==> config.mk <==
export PLATFORM = sky130hd
export DESIGN_NAME = wdog_bb_top
export DESIGN_NICKNAME = d
export VERILOG_FILES = /design/src/rtl/wdog_bb_pkg.sv /design/src/rtl/wdog_bb_cfg.sv /design/src/rtl/wdog_bb_counter.sv /design/src/rtl/wdog_bb_cmp.sv /design/src/rtl/wdog_bb_top.sv
export SDC_FILE = /design/constraint.sdc
export NUM_CORES = 1
export LEC_CHECK = 0
export ABC_CLOCK_PERIOD_IN_PS = 3820
export BUFFER_PORTS_ARGS = -buffer_cell sky130_fd_sc_hd__clkbuf_2
export CELL_PAD_IN_SITES_DETAIL_PLACEMENT = 1
export CELL_PAD_IN_SITES_GLOBAL_PLACEMENT = 2
export CORE_UTILIZATION = 26
export CTS_BUF_LIST = sky130_fd_sc_hd__clkbuf_16
export DETAILED_ROUTE_END_ITERATION = 10
export GPL_TIMING_DRIVEN = 0
export PLACE_DENSITY = 0.62
export SLEW_MARGIN = 15
export SYNTH_ARGS = -nofsm -noshare
export SYNTH_HDL_FRONTEND = slang
export SYNTH_SLANG_ARGS = --single-unit
==> constraint.sdc <==
create_clock -name clk_i -period 3.82 [get_ports clk_i]
set_clock_uncertainty 0.05 [all_clocks]
set_input_delay 0.764 -clock clk_i [delete_from_list [all_inputs] [get_ports clk_i]]
set_output_delay 0.764 -clock clk_i [all_outputs]
set_load 0.02 [all_outputs]
==> src/rtl/wdog_bb_pkg.sv <==
package wdog_bb_pkg;
    parameter int DW     = 32;
    parameter int ADDR_W = 3;

    typedef enum logic [ADDR_W-1:0] {
        A_CTRL  = 3'd0,
        A_WREN  = 3'd1,
        A_COUNT = 3'd2,
        A_WARN  = 3'd3,
        A_KILL  = 3'd4,
        A_STAT  = 3'd5
    } wdog_addr_e;

    localparam int N_LIMITS = 2;
    localparam int LIM_WARN = 0;
    localparam int LIM_KILL = 1;
endpackage

==> src/rtl/wdog_bb_cfg.sv <==
module wdog_bb_cfg
    import wdog_bb_pkg::*;
#(
    parameter int W = DW
) (
    input  logic              clk_i,
    input  logic              rst_ni,
    input  logic              wr_en_i,
    input  logic [ADDR_W-1:0] addr_i,
    input  logic [W-1:0]      wdata_i,
    output logic              run_o,
    output logic              wren_o,
    output logic [W-1:0]      warn_lim_o,
    output logic [W-1:0]      kill_lim_o
);
    typedef struct packed {
        logic         run;
        logic         wren;
        logic [W-1:0] warn_lim;
        logic [W-1:0] kill_lim;
    } cfg_t;

    cfg_t cfg_d, cfg_q;

    always_comb begin
        cfg_d = cfg_q;
        if (wr_en_i) begin
            case (addr_i)
                A_WREN:  if (!wdata_i[0]) cfg_d.wren = 1'b0;
                A_CTRL:  if (cfg_q.wren) cfg_d.run = wdata_i[0];
                A_WARN:  if (cfg_q.wren) cfg_d.warn_lim = wdata_i;
                A_KILL:  if (cfg_q.wren) cfg_d.kill_lim = wdata_i;
                default: ;
            endcase
        end
    end

    always_ff @(posedge clk_i or negedge rst_ni) begin
        if (!rst_ni) begin
            cfg_q <= '{run: 1'b0, wren: 1'b1, warn_lim: '0, kill_lim: '0};
        end else begin
            cfg_q <= cfg_d;
        end
    end

    assign run_o      = cfg_q.run;
    assign wren_o     = cfg_q.wren;
    assign warn_lim_o = cfg_q.warn_lim;
    assign kill_lim_o = cfg_q.kill_lim;
endmodule

==> src/rtl/wdog_bb_counter.sv <==
module wdog_bb_counter
    import wdog_bb_pkg::*;
#(
    parameter int W = DW
) (
    input  logic         clk_i,
    input  logic         rst_ni,
    input  logic         run_i,
    input  logic         load_i,
    input  logic [W-1:0] load_val_i,
    output logic [W-1:0] cnt_o
);
    localparam logic [W-1:0] CNT_MAX = {W{1'b1}};

    logic [W-1:0] cnt_d, cnt_q;

    always_comb begin
        cnt_d = cnt_q;
        if (load_i) begin
            cnt_d = load_val_i;
        end else if (run_i && (cnt_q != CNT_MAX)) begin
            cnt_d = cnt_q + W'(1);
        end
    end

    always_ff @(posedge clk_i or negedge rst_ni) begin
        if (!rst_ni) cnt_q <= '0;
        else         cnt_q <= cnt_d;
    end

    assign cnt_o = cnt_q;
endmodule

==> src/rtl/wdog_bb_cmp.sv <==
module wdog_bb_cmp
    import wdog_bb_pkg::*;
#(
    parameter int W = DW
) (
    input  logic         clk_i,
    input  logic         rst_ni,
    input  logic         run_i,
    input  logic [W-1:0] cnt_i,
    input  logic [W-1:0] warn_lim_i,
    input  logic [W-1:0] kill_lim_i,
    input  logic         warn_clr_i,
    output logic         warn_o,
    output logic         kill_o
);
    typedef struct packed {
        logic warn;
        logic kill;
    } flags_t;

    logic [W-1:0]        lim [N_LIMITS];
    logic [N_LIMITS-1:0] hit;
    flags_t              fl_d, fl_q;

    assign lim[LIM_WARN] = warn_lim_i;
    assign lim[LIM_KILL] = kill_lim_i;

    for (genvar g = 0; g < N_LIMITS; g++) begin : g_cmp
        assign hit[g] = run_i && (cnt_i >= lim[g]);
    end

    always_comb begin
        fl_d = fl_q;
        if (warn_clr_i)    fl_d.warn = 1'b0;
        if (hit[LIM_WARN]) fl_d.warn = 1'b1;
        if (hit[LIM_KILL]) fl_d.kill = 1'b1;
    end

    always_ff @(posedge clk_i or negedge rst_ni) begin
        if (!rst_ni) fl_q <= '0;
        else         fl_q <= fl_d;
    end

    assign warn_o = fl_q.warn;
    assign kill_o = fl_q.kill;
endmodule

==> src/rtl/wdog_bb_top.sv <==
module wdog_bb_top
    import wdog_bb_pkg::*;
#(
    parameter int W = DW
) (
    input  logic              clk_i,
    input  logic              rst_ni,
    input  logic              wr_en_i,
    input  logic [ADDR_W-1:0] addr_i,
    input  logic [W-1:0]      wdata_i,
    output logic [W-1:0]      rdata_o,
    output logic              bark_irq_o,
    output logic              bite_req_o
);
    logic         run_q;
    logic         wren_q;
    logic [W-1:0] warn_lim_q;
    logic [W-1:0] kill_lim_q;
    logic [W-1:0] cnt_q;
    logic         cnt_load;
    logic         warn_clr;

    assign cnt_load = wr_en_i && (addr_i == A_COUNT);
    assign warn_clr = wr_en_i && (addr_i == A_STAT) && wdata_i[0];

    wdog_bb_cfg #(.W(W)) u_cfg (
        .clk_i      (clk_i),
        .rst_ni     (rst_ni),
        .wr_en_i    (wr_en_i),
        .addr_i     (addr_i),
        .wdata_i    (wdata_i),
        .run_o      (run_q),
        .wren_o     (wren_q),
        .warn_lim_o (warn_lim_q),
        .kill_lim_o (kill_lim_q)
    );

    wdog_bb_counter #(.W(W)) u_cnt (
        .clk_i      (clk_i),
        .rst_ni     (rst_ni),
        .run_i      (run_q),
        .load_i     (cnt_load),
        .load_val_i (wdata_i),
        .cnt_o      (cnt_q)
    );

    wdog_bb_cmp #(.W(W)) u_cmp (
        .clk_i      (clk_i),
        .rst_ni     (rst_ni),
        .run_i      (run_q),
        .cnt_i      (cnt_q),
        .warn_lim_i (warn_lim_q),
        .kill_lim_i (kill_lim_q),
        .warn_clr_i (warn_clr),
        .warn_o     (bark_irq_o),
        .kill_o     (bite_req_o)
    );

    always_comb begin
        rdata_o = '0;
        case (addr_i)
            A_CTRL:  rdata_o[0] = run_q;
            A_WREN:  rdata_o[0] = wren_q;
            A_COUNT: rdata_o    = cnt_q;
            A_WARN:  rdata_o    = warn_lim_q;
            A_KILL:  rdata_o    = kill_lim_q;
            A_STAT:  rdata_o[1:0] = {bite_req_o, bark_irq_o};
            default: rdata_o = '0;
        endcase
    end
endmodule

[Word-level counts from Yosys, hierarchy flattened]
Index checks and enable logic that the tools add are counted.
Widths: inputs -> output; s select.
Storage, ports and cells
  flip-flop bits (word level): 100
  latch bits: 0
  RAM bits: 0
  ROM bits: 0
  bits of input ports: 38
  output and inout bits: 34
  memories kept: 0
Operators by class
  add/sub/neg operators: 1
  multiply operators: 0
  div/mod/pow operators: 0
  magnitude comparators: 2
  eq/ne operators: 6
  shift operators: 0
  multiplexer cells: 7
  bitwise operators: 1
  reductions and logical operators: 13
Operators by type and width (number)
  $pmux 30 s3: 1
  $ge 32x32->1: 2
  $mux 32: 2
  $add 32x1->32 const B: 1
  $ne 32x32->1 const B: 1
  $reduce_and 3->1: 4
  $eq 3x2->1 const B: 2
  $eq 3x3->1 const B: 2
  $logic_and 1x1->1: 6
  $pmux 1 s6: 1
  $pmux 1 s4: 1
  $reduce_bool 2->1: 2
  $eq 3x1->1 const B: 1
  $logic_not 3->1: 1
  $mux 1: 2
  $not 1->1: 1

[Longest topological paths before layout]
Gate-level depths: netlist (run 1).
  depth in word-level cells: 5
  gate-level depth with buffers: 8

[Hierarchy]
A second synthesis (run 1) with hierarchy kept.
Second synthesis, totals
  cell total of the unflattened synthesis: 696
  area, all modules: 7180.6 um^2
By module, submodules not included
  wdog_bb_cfg: times used 1, cells an instance 146, area an instance 2633.8 um^2, seq. area each 1652.8 um^2
  wdog_bb_counter: times used 1, cells an instance 243, area an instance 2122.0 um^2, seq. area each 800.8 um^2
  wdog_bb_cmp: times used 1, cells an instance 223, area an instance 1685.4 um^2, seq. area each 50.0 um^2
  wdog_bb_top: times used 1, cells an instance 84, area an instance 739.5 um^2, seq. area each 0.0 um^2

[Least setup slack after synthesis (run 1)]
OpenSTA, ideal clock, no wires.
  kind: input-to-output
  from: in addr_i[0]
  to: out rdata_o[0]
  data arrival time: 2400 ps
  required time: 3006 ps
  slack: 606 ps
  stages on the path: 5
  path buffers: 3
  path through: clkbuf_1 clkbuf_1 buf_1 a31oi_1 o21ai_0
Between the ends
  word-level cells in the longest chain between the ends: 2
  elaborated cells on any way between the ends: 7
  those cells by class: eq/ne: 5; mux: 1; reduce/logical: 1
RTL lines
  start: declaration: RTL line wdog_bb_top.sv:9  | input logic [ADDR_W-1:0] addr_i,
  $eq 3x3->1, or another cell as far along: RTL line wdog_bb_top.sv:61  | case (addr_i)
  $pmux 1 s6 (*): RTL line wdog_bb_top.sv:61
  end: declaration: RTL line wdog_bb_top.sv:11  | output logic [W-1:0] rdata_o,
Every way passes the cells marked *; elsewhere a longest branch is shown, timed or not.

[Worst setup path in the final report (run 1)]
  from: in addr_i[0]
  to: out rdata_o[11]
Between the ends
  word-level cells in the longest chain between the ends: 2
  elaborated cells on any way between the ends: 4
  those cells by class: eq/ne: 3; mux: 1
RTL lines (RTL line)
  $eq 3x3->1 / $eq 3x2->1 (equally long branches): wdog_bb_top.sv:61
  $pmux 30 s3 (*): wdog_bb_top.sv:61
Marked as above.

==> impl_metrics.py, run 1 <==
metrics = {
    "power": {
        "power.leakage_nw": 3.535,
        "powerDensity_nw_per_um2": 378.3,
        "total_power_mw": 2.962,
        "ir_drop_uv": 192.7,
    },
    "floorplanning": {
        "die_width_um": 162.2,
        "fp.dieArea_um2": 26310,
        "rows": 58,
        "die_h_um": 162.2,
        "core_area_um2": 25180,
        "pin_count": 72,
        "start_util": 0.2650,
    },
    "final_layout": {
        "layout_commonest_cell": "nand2_1",
        "fin_nets": 947,
        "num_antenna_cells": 0,
        "mostFrequentLayoutCells": "nand2_1, o21ai_0, dfrtp_1, clkbuf_2, inv_1",
        "final_cells": 1179,
        "final_area_um2": 7830,
        "area_growth_pct": 17.32,
        "finalCoreUtilization": 0.3109,
        "drive_above_1_share": 0.1555,
    },
    "sta": {
        "period_needed_ps": 3469,
        "finalSetupViolations": 0,
        "max_freq_mhz": 288.3,
        "slew_headroom": 0.1917,
        "rsz0062_at_grt": "false",
        "hold_violations": 0,
        "post-route-period-util": 0.9081,
        "slew_viol_final": 0,
        "tightest_slew_ps": 1212,
        "tns_ps": 0,
    },
    "outcome": {
        "outcome": "completed",
    },
    "logic_synthesis": {
        "yosysWarnings": 0,
        "yosysTopAreaCell": "dfrtp_1",
        "synth_top_area_frac": 0.3712,
        "syn_area_um2": 6674,
        "synth_cell_types": 44,
        "syn_nets": 864,
        "async_reset_ff_frac": 1.000,
        "syn_avg_cell_area_um2": 8.770,
        "synth_edf_count": 0,
        "synthTopCellsByArea": "dfrtp_1, ha_1, o21ai_0, nand2_1, mux2_2",
        "yosysSeqAreaShare": 0.3751,
        "synth_ff_type": "dfrtp_1",
        "synth_cells": 761,
        "synth-seq-cells": 100,
    },
    "clock_tree": {
        "htree_levels": 3,
        "cts_sinks": 100,
        "cts_hold_buf": 0,
        "cts-buffers-inserted": 9,
        "cts_tree": "done",
        "clk_pin_slew_ps": 70,
        "clock-root-buffer": "clkbuf_16",
        "clock_latency_ps": 350,
        "cts.path.max_buffers": 2,
        "post_cts_buffers": 0,
    },
    "setup_path": {
        "r2r-start": "u_cnt.cnt_o[0]",
        "reg2reg_to": "u_cmp.kill_o",
        "setup.worst_path.start": "addr_i[0]",
        "crit_type": "primary input to primary output",
        "cp.arrival_ps": 2650,
        "r2r_setup_slack_ps": 1200,
        "crit_fanout": 10,
        "start_kind": "primary input",
        "endpoint_kind": "primary output",
        "worst-r2r-cell-count": 8,
        "required_ps": 3010,
    },
    "detailed_routing": {
        "drt_wl_total_um": 23360,
        "drt_iter0_drc": 272,
        "drcViolationCount": 0,
        "vias": 5706,
        "final_antenna_net_count": 0,
        "wl_per_cell_um": 19.81,
        "firstDrtPassIters": 4,
        "avgViaCountPerCell": 4.840,
    },
    "worst_hold_path": {
        "hp-class": "primary input to asynchronous set/reset pin",
    },
    "place": {
        "dpl-instance-area_um2": 7501,
        "place_hpwl_um": 17600,
        "placedCellCount": 1164,
        "port_buffers": 70,
        "finalWeightedCongestion": 0.7477,
    },
    "grt": {
        "grt_use_total": 0.1906,
        "grt_overflow": 0,
        "antenna_found_initial": 0,
        "grt_pass1_vias": 6075,
        "grt_pass1_wl_um": 37200,
        "grt_start_max_net_pins": 73,
    },
    "run": {
        "maxCapViolations": 0,
    },
}
[worst max path at each step]
stage / endpoint / slack (ps)
floorplan: rdata_o[0] / 610
global placement: rdata_o[18] / -380
detailed placement: rdata_o[18] / -300
CTS: rdata_o[9] / 30
global route: rdata_o[6] / 210
finish: rdata_o[11] / 350
[power breakdown]
group	internal, mW	switching [mW]	total (mW)
registers	1.13	0.170	1.30
logic	0.250	0.344	0.594
clock network	0.634	0.435	1.07
[metal layers]
| layer | GRT usage | vias up | share of wire |
|---|---|---|---|
| met2 | 0.3090 | 75 | 0.46 |
| met3 | 0.02860 | 12 | 0.031 |
| li1 | - | 2815 | - |
| met4 | 0.03688 | 0 | 0.0084 |
| met1 | 0.2682 | 2804 | 0.50 |
| met5 | 0 | - | 0 |
[through the flow]
| stage | hold WS (ps) | setup slack, ps |
|---|---|---|
| floorplan | 418.4 | 605.8 |
| global placement | 453.4 | -375.9 |
| detailed placement | 468.4 | -300.2 |
| CTS | 251.1 | 33.40 |
| global route | 256.7 | 208.6 |
| finish | 247.1 | 351.2 |
[state kept, by name (all words and copies together), names as in the netlist]
name / cells
u_cfg.kill_lim_o: 32
u_cfg.warn_lim_o: 32
u_cnt.cnt_o: 32
u_cfg.run_o: 1
u_cfg.wren_o: 1
u_cmp.kill_o: 1
u_cmp.warn_o: 1
[worst max-delay path: stages]
cell and delay [ps]:
clkbuf_1 280, buf_1 940, mux2i_1 220, o21ai_0 230
clkbuf_2 210
[repair_timing]
item / CTS / global route
gates resized for setup: 2 / 0
setup endpoints to repair: 7 / 2
pin swaps: 0 / 0
[synthesized netlist by cell type (3+ instances only)]
cell      instances
mux2i_1          35
nor2b_1           5
and2_1            3
nand2b_1          4
o21ai_0         104
nand3_1          16
and4_1            5
mux2_2           35
buf_1             6
nor2_1           22
xor2_1            5
inv_1            65
nand2_1         127
a21o_1            4
a211oi_1          4
clkbuf_1         22
a21oi_1          27
and3_1            4
nor4_1            7
xnor2_1          23
nor3_1           22
nand4_1          23
ha_1             65
dfrtp_1          99
nor3b_1           3
[layout make-up]
class,count,area (um^2)
fill,2978,17350
multi-input combinational,565,3811
sequential,100,2504
tap,330,412.9
timing repair buffer,73,401.6
inverter,65,244.0
clock buffer,9,225.2
buffer,30,125.1
clock inverter,7,106.4
[logic make-up after synthesis]
kind of cell / count (synthesis) / synth area share
adders and majority gates: 65 / 0.1219
and+or+nand+nor: 251 / 0.1781
buffers and inverters: 96 / 0.05549
xor gates and xnor gates: 28 / 0.03674
DFF: 100 / 0.3751
muxes: 70 / 0.1115
AOI/OAI and AO/OA: 151 / 0.1211
Power figures use the tool's default switching activity.
==> run 2: changes to the inputs <==
--- a/config.mk
+++ b/config.mk
@@ -13,7 +13,7 @@
 export CTS_BUF_LIST = sky130_fd_sc_hd__clkbuf_16
 export DETAILED_ROUTE_END_ITERATION = 10
 export GPL_TIMING_DRIVEN = 0
-export PLACE_DENSITY = 0.62
+export PLACE_DENSITY = 0.67
 export SLEW_MARGIN = 15
 export SYNTH_ARGS = -nofsm -noshare
 export SYNTH_HDL_FRONTEND = slang
==> constraint.sdc (replaced) <==
create_clock -name clk_i -period 3.82 [get_ports clk_i]
set_clock_uncertainty 0.05 [all_clocks]
set_input_delay 0.764 -clock clk_i [delete_from_list [all_inputs] [get_ports clk_i]]
set_output_delay 0.764 -clock clk_i [all_outputs]
set_load 0.005 [all_outputs]
==> impl_metrics.py, run 2 (same netlist as run 1, synthesis figures left out) <==
metrics = {
    "outcome": {
        "outcome": "completed",
    },
    "floorplanning": {
        "start_util": 0.2650,
        "die_h_um": 162.2,
        "die_width_um": 162.2,
        "pin_count": 72,
        "fp.dieArea_um2": 26310,
        "rows": 58,
        "core_area_um2": 25180,
    },
    "run": {
        "maxCapViolations": 0,
    },
    "setup_path": {
        "setup.worst_path.start": "addr_i[0]",
        "crit_fanout": 10,
        "crit_type": "primary input to primary output",
        "required_ps": 3010,
        "reg2reg_to": "u_cmp.kill_o",
        "endpoint_kind": "primary output",
        "r2r_setup_slack_ps": 1220,
        "start_kind": "primary input",
        "cp.arrival_ps": 2580,
        "worst-r2r-cell-count": 8,
        "r2r-start": "u_cnt.cnt_o[0]",
    },
    "power": {
        "ir_drop_uv": 198.1,
        "power.leakage_nw": 3.540,
        "powerDensity_nw_per_um2": 382.0,
        "total_power_mw": 2.999,
    },
    "sta": {
        "max_freq_mhz": 294.3,
        "rsz0062_at_grt": "false",
        "tightest_slew_ps": 1221,
        "post-route-period-util": 0.8896,
        "slew_viol_final": 0,
        "finalSetupViolations": 0,
        "slew_headroom": 0.1860,
        "period_needed_ps": 3398,
        "holdWs_ps": 249.1,
        "hold_violations": 0,
    },
    "place": {
        "port_buffers": 70,
        "place_hpwl_um": 17340,
        "finalWeightedCongestion": 0.7622,
    },
    "detailed_routing": {
        "drcViolationCount": 0,
        "drt_wl_total_um": 23060,
        "avgViaCountPerCell": 4.893,
        "wl_per_cell_um": 19.58,
        "vias": 5764,
        "final_antenna_net_count": 0,
        "drt_iter0_drc": 235,
        "firstDrtPassIters": 4,
    },
    "clock_tree": {
        "clock-root-buffer": "clkbuf_16",
        "htree_levels": 3,
        "clock_latency_ps": 350,
        "cts.path.max_buffers": 2,
        "cts_hold_buf": 0,
        "cts_tree": "done",
        "clk_pin_slew_ps": 70,
        "cts-buffers-inserted": 9,
        "cts_sinks": 100,
        "post_cts_buffers": 0,
    },
    "grt": {
        "grt_pass1_vias": 6092,
        "grt_overflow": 0,
        "antenna_found_initial": 0,
        "grt_use_total": 0.1865,
        "grt_pass1_wl_um": 36520,
        "grt_start_max_net_pins": 73,
    },
    "worst_hold_path": {
        "hp-class": "primary input to asynchronous set/reset pin",
    },
    "final_layout": {
        "layout_commonest_cell": "nand2_1",
        "drive_above_1_share": 0.1557,
        "fin_nets": 947,
        "area_growth_pct": 17.64,
        "num_antenna_cells": 0,
        "mostFrequentLayoutCells": "nand2_1, o21ai_0, dfrtp_1, clkbuf_2",
    },
}
run 2: layout make-up:
class / count / area (um^2)
clock inverter: 6 / 127.6
timing repair buffer: 73 / 401.6
inverter: 65 / 244.0
clock buffer: 9 / 225.2
tap: 330 / 412.9
buffer: 30 / 125.1
multi-input combinational: 565 / 3811
sequential: 100 / 2504
fill: 2992 / 17330
run 2: through the flow:
stage               cells  setup WS (ps)  area (um^2)  utilization  setup TNS [ps]
floorplan             761          913.7         6674            -               0
global placement     1161         -219.3         7437       0.2953           -1336
detailed placement   1164         -226.9         7500       0.2978           -1430
CTS                  1179          70.17         7860       0.3121               0
global route         1178          299.1         7851       0.3118               0
finish               1178          421.6         7851       0.3118               0
run 2: worst max-delay path by stage:
stage	slack, ps	to
after global placement	-220	rdata_o[9]
after detailed placement	-230	rdata_o[28]
final	420	rdata_o[20]
after CTS	70	rdata_o[28]
after floorplan	910	rdata_o[0]
after global routing	300	rdata_o[0]
run 2: critical path, cell delays in order:
cell and delay [ps]:
clkbuf_1 290, buf_1 950, mux2i_1 210, o21ai_0 220, clkbuf_2 150
run 2: power breakdown:
part	leakage, nW	switching [mW]	internal [mW]	total (mW)
clock	0.171	0.433	0.700	1.13
sequential	1.17	0.170	1.13	1.30
combinational	2.20	0.316	0.251	0.567
total	3.54	0.919	2.08	3.00
run 2: repair_timing:
item | 4_1_cts | 5_1_grt
cloned | 0 | 0
resized for setup | 2 | 0
endpoints found under the setup margin | 7 | 2
pin swaps | 0 | 0
run 2: per-layer routing:
layer	part of all wire	up-vias	GRT usage
li1	-	2819	-
met1	0.49	2844	0.2608
met2	0.46	87	0.3012
met3	0.037	14	0.03218
met4	0.011	0	0.03602
met5	0	-	0
==> run 3: changes to the inputs <==
--- a/config.mk
+++ b/config.mk
@@ -9,11 +9,11 @@
 export BUFFER_PORTS_ARGS = -buffer_cell sky130_fd_sc_hd__clkbuf_2
 export CELL_PAD_IN_SITES_DETAIL_PLACEMENT = 1
 export CELL_PAD_IN_SITES_GLOBAL_PLACEMENT = 2
-export CORE_UTILIZATION = 26
+export CORE_UTILIZATION = 29
 export CTS_BUF_LIST = sky130_fd_sc_hd__clkbuf_16
 export DETAILED_ROUTE_END_ITERATION = 10
 export GPL_TIMING_DRIVEN = 0
-export PLACE_DENSITY = 0.67
+export PLACE_DENSITY = 0.72
 export SLEW_MARGIN = 15
 export SYNTH_ARGS = -nofsm -noshare
 export SYNTH_HDL_FRONTEND = slang
==> impl_metrics.py, run 3 (same netlist as run 1, synthesis figures left out) <==
metrics = {
    "outcome": {
        "outcome": "completed",
    },
    "sta": {
        "hold_violations": 0,
        "post-route-period-util": 0.8951,
        "tns_ps": 0,
        "period_needed_ps": 3419,
        "slew_viol_final": 0,
        "tightest_slew_ps": 1210,
        "slew_headroom": 0.1933,
        "max_freq_mhz": 292.4,
        "finalSetupViolations": 0,
        "worst_slack_ps": 400.6,
        "rsz0062_at_grt": "false",
    },
    "setup_path": {
        "r2r-start": "u_cfg.run_o",
        "start_kind": "primary input",
        "worst-r2r-cell-count": 7,
        "reg2reg_to": "u_cmp.kill_o",
        "endpoint_kind": "primary output",
        "cp.arrival_ps": 2610,
        "cpLargestDelayFamily": "buffers and inverters",
        "setup.worst_path.start": "addr_i[0]",
        "required_ps": 3010,
        "crit_fanout": 10,
        "cp_num_buf_inv": 3,
        "r2r_setup_slack_ps": 1320,
        "critical_path_cell_count": 5,
        "slowest_stage": "buf_1",
        "path_cells": "clkbuf_1 > buf_1 > mux2i_1 > o21ai_0 > clkbuf_2",
        "cp_slowest_stage_delay_ps": 940,
        "crit_type": "primary input to primary output",
    },
    "clock_tree": {
        "clock-root-buffer": "clkbuf_16",
        "cts-buffers-inserted": 9,
        "cts.path.max_buffers": 2,
        "cts_tree": "done",
        "cts_sinks": 100,
        "clock_latency_ps": 360,
        "clk_pin_slew_ps": 70,
        "htree_levels": 3,
    },
    "final_layout": {
        "fin_nets": 946,
        "register_area_um2": 2504,
        "mostFrequentLayoutCells": "nand2_1, o21ai_0, dfrtp_1, clkbuf_2, inv_1",
        "multi_input_area_um2": 3811,
        "layout_commonest_cell": "nand2_1",
        "final_area_um2": 7721,
        "fill_cells": 2697,
        "area_growth_pct": 15.69,
        "drive_above_1_share": 0.1533,
        "finalCoreUtilization": 0.3421,
    },
    "detailed_routing": {
        "final_antenna_net_count": 0,
        "firstDrtPassIters": 4,
        "avgViaCountPerCell": 5.138,
        "drt_iter0_drc": 241,
        "vias": 5827,
        "drcViolationCount": 0,
        "wl_per_cell_um": 19.59,
        "drt_wl_total_um": 22210,
    },
    "floorplanning": {
        "die_width_um": 153.7,
        "fp.dieArea_um2": 23620,
        "die_h_um": 153.7,
        "start_util": 0.2957,
        "pin_count": 72,
        "rows": 55,
        "core_area_um2": 22570,
    },
    "grt": {
        "antenna_found_initial": 1,
        "grtUsageMet1": 0.2744,
        "grt_pass1_vias": 6051,
        "use_met3": 0.03890,
        "grt_pass1_wl_um": 35850,
        "grt_use_total": 0.2002,
        "grt_start_max_net_pins": 74,
        "use_met2": 0.3271,
        "grt_overflow": 0,
        "grt_busiest_layer": "met2",
    },
    "worst_hold_path": {
        "hp-class": "primary input to asynchronous set/reset pin",
    },
    "power": {
        "total_power_mw": 2.793,
        "ir_drop_uv": 167.2,
        "powerDensity_nw_per_um2": 361.8,
        "power.leakage_nw": 3.510,
    },
    "place": {
        "port_buffers": 70,
        "place_ws_ps": -236.8,
        "finalWeightedCongestion": 0.8031,
        "dpl-instance-area_um2": 7436,
        "place_hpwl_um": 16760,
    },
    "run": {
        "maxCapViolations": 0,
    },
}
-- run 3: power breakdown --
| group | switching (mW) | internal (mW) |
|---|---|---|
| logic | 0.311 | 0.250 |
| clock network | 0.437 | 0.502 |
| registers | 0.166 | 1.13 |
| total | 0.913 | 1.88 |
-- run 3: layer usage --
metal	routed length (um)	vias to the layer above	part of all wire
met5	0	-	0
met4	208	0	0.0094
li1	-	2826	-
met2	10470	98	0.47
met1	10740	2892	0.48
met3	795	11	0.036
-- run 3: cell type report --
cell class | count | area share
multi-input combinational | 565 | 0.4936
clock buffer | 9 | 0.02917
buffer | 30 | 0.01604
clock inverter | 7 | 0.007778
antenna | 1 | 0.0003241
inverter | 65 | 0.03160
timing repair buffer | 72 | 0.05105
sequential | 100 | 0.3243
tap | 285 | 0.04618
-- run 3: worst max-delay path by stage --
stage	end
after global placement	rdata_o[0]
after CTS	rdata_o[28]
after floorplan	rdata_o[0]
after global routing	rdata_o[14]
after detailed placement	rdata_o[28]
final	rdata_o[13]
-- run 3: timing repair --
action / 4_1_cts / 5_1_grt
hold buffers: 0 / 0
endpoints found under the setup margin: 7 / 4
setup buffers: 0 / 0
resized for setup: 2 / 0
cloned: 0 / 0
-- run 3: per-stage QoR --
step,hold slack (ps),std cells
after detailed placement,460.7,1118
after global routing,256.6,1133
after CTS,243.1,1134
after global placement,453.4,1116
after floorplan,418.4,761
final,243.7,1134
